`config.mk`:
```
export PLATFORM = sky130hd
export DESIGN_NAME = tlb_xlate
export DESIGN_NICKNAME = d
export VERILOG_FILES = /design/src/rtl/tlb_xlate.sv
export SDC_FILE = /design/constraint.sdc
export NUM_CORES = 2
export LEC_CHECK = 0
export BUFFER_PORTS_ARGS = -buffer_cell sky130_fd_sc_hd__buf_2
export CAP_MARGIN = 0
export CORE_MARGIN = 2
export CORE_UTILIZATION = 45
export CTS_CLUSTER_SIZE = 8
export DETAILED_ROUTE_END_ITERATION = 8
export SKIP_CTS_REPAIR_TIMING = 1
export SLEW_MARGIN = 30
export SYNTH_ARGS = -nofsm -noshare
export SYNTH_HDL_FRONTEND = slang
export SYNTH_SLANG_ARGS = --single-unit
```
`constraint.sdc`:
```
create_clock -name clk -period 24.7 [get_ports clk]
set_clock_uncertainty 0.2 [all_clocks]
set_input_delay 0 -clock clk [delete_from_list [all_inputs] [get_ports clk]]
set_output_delay 0 -clock clk [all_outputs]
set_load 0.05 [all_outputs]
```
`src/rtl/tlb_xlate.sv`:
```
module tlb_xlate #(
  parameter int VA_W    = 32,
  parameter int PA_W    = 32,
  parameter int OFF_W   = 12,
  parameter int ENTRIES = 64
) (
  input  logic                  clk,
  input  logic                  rst_n,
  input  logic                  flush,
  input  logic                  lk_valid,
  input  logic [VA_W-1:0]       lk_vaddr,
  input  logic [1:0]            lk_kind,
  output logic                  lk_hit,
  output logic [1:0]            lk_fault,
  output logic [PA_W-1:0]       lk_paddr,
  input  logic                  fill_en,
  input  logic [VA_W-OFF_W-1:0] fill_vpn,
  input  logic [PA_W-OFF_W-1:0] fill_ppn,
  input  logic                  fill_present,
  input  logic                  fill_ro,
  input  logic                  fill_xo
);
  localparam int VPN_W = VA_W - OFF_W;
  localparam int PPN_W = PA_W - OFF_W;
  localparam int IW    = (ENTRIES > 1) ? $clog2(ENTRIES) : 1;
  localparam logic [IW-1:0] LAST = IW'(ENTRIES - 1);

  localparam logic [1:0] K_WRITE = 2'b01;
  localparam logic [1:0] K_FETCH = 2'b10;
  localparam logic [1:0] F_NONE  = 2'b00;
  localparam logic [1:0] F_MISS  = 2'b01;
  localparam logic [1:0] F_ABSENT = 2'b10;
  localparam logic [1:0] F_PROT  = 2'b11;

  logic [VPN_W-1:0] vpn_q  [ENTRIES];
  logic [PPN_W-1:0] ppn_q  [ENTRIES];
  logic [ENTRIES-1:0] val_q, pres_q, ro_q, xo_q;
  logic [IW-1:0] rr_q;

  logic [VPN_W-1:0] lk_vpn;
  logic [ENTRIES-1:0] lk_match, fill_match;
  assign lk_vpn = lk_vaddr[VA_W-1:OFF_W];

  for (genvar g = 0; g < ENTRIES; g++) begin : g_cmp
    assign lk_match[g]   = val_q[g] && (vpn_q[g] == lk_vpn);
    assign fill_match[g] = val_q[g] && (vpn_q[g] == fill_vpn);
  end

  logic [PPN_W-1:0] sel_ppn;
  logic sel_pres, sel_ro, sel_xo;
  always_comb begin
    sel_ppn  = '0;
    sel_pres = 1'b0;
    sel_ro   = 1'b0;
    sel_xo   = 1'b0;
    for (int i = 0; i < ENTRIES; i++) begin
      if (lk_match[i]) begin
        sel_ppn  = sel_ppn | ppn_q[i];
        sel_pres = sel_pres | pres_q[i];
        sel_ro   = sel_ro | ro_q[i];
        sel_xo   = sel_xo | xo_q[i];
      end
    end
  end

  logic any_hit, prot_bad;
  assign any_hit  = |lk_match;
  assign prot_bad = (sel_ro && lk_kind == K_WRITE) || (sel_xo && lk_kind != K_FETCH);

  assign lk_fault = !lk_valid ? F_NONE   :
                    !any_hit  ? F_MISS   :
                    !sel_pres ? F_ABSENT :
                    prot_bad  ? F_PROT   : F_NONE;
  assign lk_hit   = lk_valid && any_hit && sel_pres && !prot_bad;
  assign lk_paddr = lk_hit ? {sel_ppn, lk_vaddr[OFF_W-1:0]} : '0;

  logic [IW-1:0] fm_idx, inv_idx, victim;
  logic fm_any, inv_any, use_rr;
  always_comb begin
    fm_idx  = '0;
    inv_idx = '0;
    for (int i = ENTRIES - 1; i >= 0; i--) begin
      if (fill_match[i]) fm_idx = IW'(i);
      if (!val_q[i])     inv_idx = IW'(i);
    end
  end
  assign fm_any  = |fill_match;
  assign inv_any = ~&val_q;
  assign use_rr  = !fm_any && !inv_any;
  assign victim  = fm_any ? fm_idx : (inv_any ? inv_idx : rr_q);

  always_ff @(posedge clk) begin
    if (!rst_n) begin
      val_q <= '0;
      rr_q  <= '0;
    end else if (flush) begin
      val_q <= '0;
    end else if (fill_en) begin
      val_q[victim] <= 1'b1;
      if (use_rr) rr_q <= (rr_q == LAST) ? '0 : rr_q + 1'b1;
    end
  end

  always_ff @(posedge clk) begin
    if (rst_n && !flush && fill_en) begin
      vpn_q[victim]  <= fill_vpn;
      ppn_q[victim]  <= fill_ppn;
      pres_q[victim] <= fill_present;
      ro_q[victim]   <= fill_ro;
      xo_q[victim]   <= fill_xo;
    end
  end


  single_match_chk: assert property (@(posedge clk) disable iff (!rst_n)
    $onehot0(lk_match));


  flush_miss_chk: assert property (@(posedge clk) disable iff (!rst_n)
    flush |=> !(lk_valid && lk_fault != F_MISS));


  fill_then_hit_chk: assert property (@(posedge clk) disable iff (!rst_n)
    (fill_en && !flush) |=> !(lk_valid && lk_vpn == $past(fill_vpn) && lk_fault == F_MISS));


  fetch_no_prot_chk: assert property (@(posedge clk) disable iff (!rst_n)
    (lk_valid && lk_kind == K_FETCH) |-> lk_fault != F_PROT);


  rr_hold_chk: assert property (@(posedge clk) disable iff (!rst_n)
    !(fill_en && !flush) |=> $stable(rr_q));


  idle_quiet_chk: assert property (@(posedge clk) disable iff (!rst_n)
    !lk_valid |-> (!lk_hit && lk_paddr == '0));
endmodule

```
==> metrics.txt <==
outcome=finished, violations left; failing checks=negative hold slack; Comb power frac=5.4%; post-route setup TNS=0 ns; cell row count=196; Post-Synthesis Cells=8806; Slew Viols, Final=0; Max stage delay cell, worst path=nor4_1; syn_area_per_cell=14.7 um2; die height=540 um; routability cong.=0.968; initial antenna violation count=21; post-detail-place hpwl=302 mm; worst-margin pin slew=1.24 ns; total gr overflow=0; hold path cells=2; Worst R2R Path Depth=13; Int Pwr=8.29 mW; nets@finish=9336; drt wl/cell=39.8 um; Setup crit start=fill_vpn[6]; power per cell area=73.0 nW/um2; Switching Share=22.7%; Initial Utilization=45.3%; Num Clock Sinks=2822; sequential fraction of design power=49.1%; Synth cell types=89; via/cell ratio=6.84; Crit. End Element=register; WL final=521 mm; WP depth=19; Seq/Total Area, Yosys=64.9%; fin area=147000 um2; CP Launch Type=input pin; Tot Pwr=10.7 mW; Worst Setup Path Type=in2reg; Top delay family on crit path=buffers and inverters; Worst-path clk slew=0.05 ns; worst flop-to-flop path startpoint=vpn_q[62][13]$_DFFE_PP_; max_cap viols=0; Max transition margin=16.8%; async set-or-reset flop fraction in the synthesized netlist=0%; fin crit share=32.3%; syn nets=8889; CP dominant cell by count=buf_4; Max VDD drop=0.0670 mV; Hold Crit Start=fill_ppn[17]; Yosys warning count=0; IO Pins=117; min Tclk post-route=7.98 ns; CTS Buffer Depth=4; clk_lat worst skew=0.96 ns; Die X=540 um; Clk pwr share=45.4%; mapped cell area=130000 um2; FF+latch count, synth=2822; RSZ-0062 raised after global routing=no; fin util=51.4%; H-tree depth=5; Worst EP arrival=8.33 ns; Pre-Repair DR Iteration Count=6; Area Overhead vs Synth=13.3%; first-pass GRT wire length=707 mm; Synth Flop Type=edfxtp_1; Worst EP required=25.05 ns; number of flops mapped to enable cells by yosys=2752; vias in the first global route=86.0k; CTS buffer count=392; crit-path max FO=43; core area=286000 um2; I/O Buffers=116; Fmax achieved=125 MHz; root buf cell=clkbuf_16; R2R Setup Slk=18.22 ns; area of the die=292000 um2; switching power=2.43 mW; layout cells sized above 1=12.1%; Final Hold Violating Endpoints=1; placed inst area=136000 um2; 1st-iter DRT viols=14.9k; routed via count=89.6k; Total GRT Usage=34.7%; HP Class=in2reg; CP peak stage delay=0.77 ns; CP Buf/Inv Count=9; pin count of the biggest net entering global routing=73; CP cell instances=dlygate4sd3_1 > dlygate4sd3_1 > clkbuf_8 > buf_4 > buf_4 > buf_4 > xnor2_1 > nand4_1 > or4_1 > nor4_1 > o41ai_1 > a211o_1 > a22oi_1 > a311o_1 > nor2_4 > buf_4 > buf_4 > nor4_2 > buf_4; # DRC=0; Lkg Pwr=45.3 nW; CTS tree=yes; WHS=-0.000692 ns; setup violators final=0; Final ANT Viol Nets=0
worst register-to-register path, stage by stage, from the launching register on:
cell and delay, ns:
edfxtp_1 0.45, xor2_1 0.17, or4_1 0.53, nand4bb_1 0.19, nor4_1 0.62, o211ai_1 0.14
and3_1 0.21, o221ai_2 0.71, a22oi_1 0.44, a311o_1 0.49, or2_4 0.27, buf_4 0.40
nor3_2 0.32, buf_4 0.86
power by group through the flow:
| stage | registers, mW | logic [mW] | clock network (mW) |
|---|---|---|---|
| after CTS | 5.27 | 0.562 | 4.89 |
| after detailed placement | 5.36 | 0.560 | 0 |
| after global placement | 5.36 | 0.557 | 0 |
| after floorplan | 5.36 | 0.326 | 0 |
| final | 5.27 | 0.583 | 4.87 |
| after global routing | 5.26 | 0.603 | 5.08 |
cell usage after synthesis, types with 78 or more instances:
library cell / n / area share (%)
a221oi_1: 364 / 2.5
a22o_1: 360 / 2.4
buf_2: 82 / 0.32
buf_4: 143 / 0.83
clkbuf_1: 153 / 0.44
edfxtp_1: 2752 / 64
nand2_1: 160 / 0.46
nand3_1: 198 / 0.77
nand4_1: 699 / 3.4
nor2_1: 78 / 0.23
nor3_1: 119 / 0.46
nor4_1: 438 / 2.1
xnor2_1: 1525 / 10
xor2_1: 1027 / 6.9
routing by layer:
layer / track usage, % / vias up / wire length (um)
met5: 0 / - / 55
met4: 18.5 / 10 / 33200
met3: 7.75 / 1503 / 64000
met2: 52.7 / 7102 / 228000
met1: 46.5 / 46004 / 197000
li1: - / 34958 / -
cells in the final DEF (no fill, tap or decap), types with 8 or more instances in the layout:
cell,n
edfxtp_1,2752
xnor2_1,1525
xor2_1,1027
nand4_1,699
clkbuf_16,401
nor4_1,376
a221oi_1,362
a22o_1,360
buf_4,335
nand3_1,198
nand2_1,160
nor2_1,77
buf_2,71
dfxtp_1,70
nor3_2,66
nor4_2,64
o31ai_1,55
dlygate4sd3_1,53
nor3_1,52
or2_2,52
inv_1,48
nor3b_1,46
clkbuf_1,40
nand4b_1,35
o21ai_0,34
a21oi_1,28
buf_6,26
clkbuf_8,20
or4_1,19
a22oi_1,19
diode_2,15
and4_1,15
and3_1,15
o31ai_2,13
nor2b_1,12
buf_12,11
nor4b_1,10
or3_1,8
a31oi_1,8
clkinv_8,8
cell families after synthesis:
family	after synthesis	share of synthesized area [%]
AOI/OAI and AO/OA	952	6.22
xor gates and xnor gates	2557	17.3
adders and majority gates	1	0.00966
buffers and inverters	512	2.49
DFF	2822	64.9
muxes	1	0.00773
and+or+nand+nor	1961	9.07
flip-flops by register name (all words and copies together), names as in the netlist:
signal / cells
ppn_q: 1280
vpn_q: 1280
pres_q: 64
ro_q: 64
val_q: 64
xo_q: 64
rr_q: 6
worst paths after layout:
path                             end
max reg2reg   ppn_q[62][7]$_DFFE_PP_
max          ppn_q[13][10]$_DFFE_PP_
min reg2reg   val_q[55]$_SDFFE_PP0P_
min          ppn_q[17][17]$_DFFE_PP_
cell type report:
class	count	area [um2]
fillers	23452	139000
flip-flops and latches	2822	84000
multi-input cells	5472	43000
clock buffers	441	10200
well taps	3762	4710
repair buffers	517	4220
clock inverters	20	334
inverters	48	180
diodes	15	37.5
per-stage QoR:
| stage | instances | setup slack, ns | hold slack (ns) |
|---|---|---|---|
| global route | 13084 | 16.75 | 0.00420 |
| floorplan | 8806 | 16.92 | -0.101 |
| finish | 13097 | 16.72 | -0.000692 |
| CTS | 13027 | 17.84 | -0.866 |
| global placement | 12561 | 17.00 | 0.0957 |
| detailed placement | 12566 | 17.05 | 0.119 |
(Power assumes the default switching activity.)
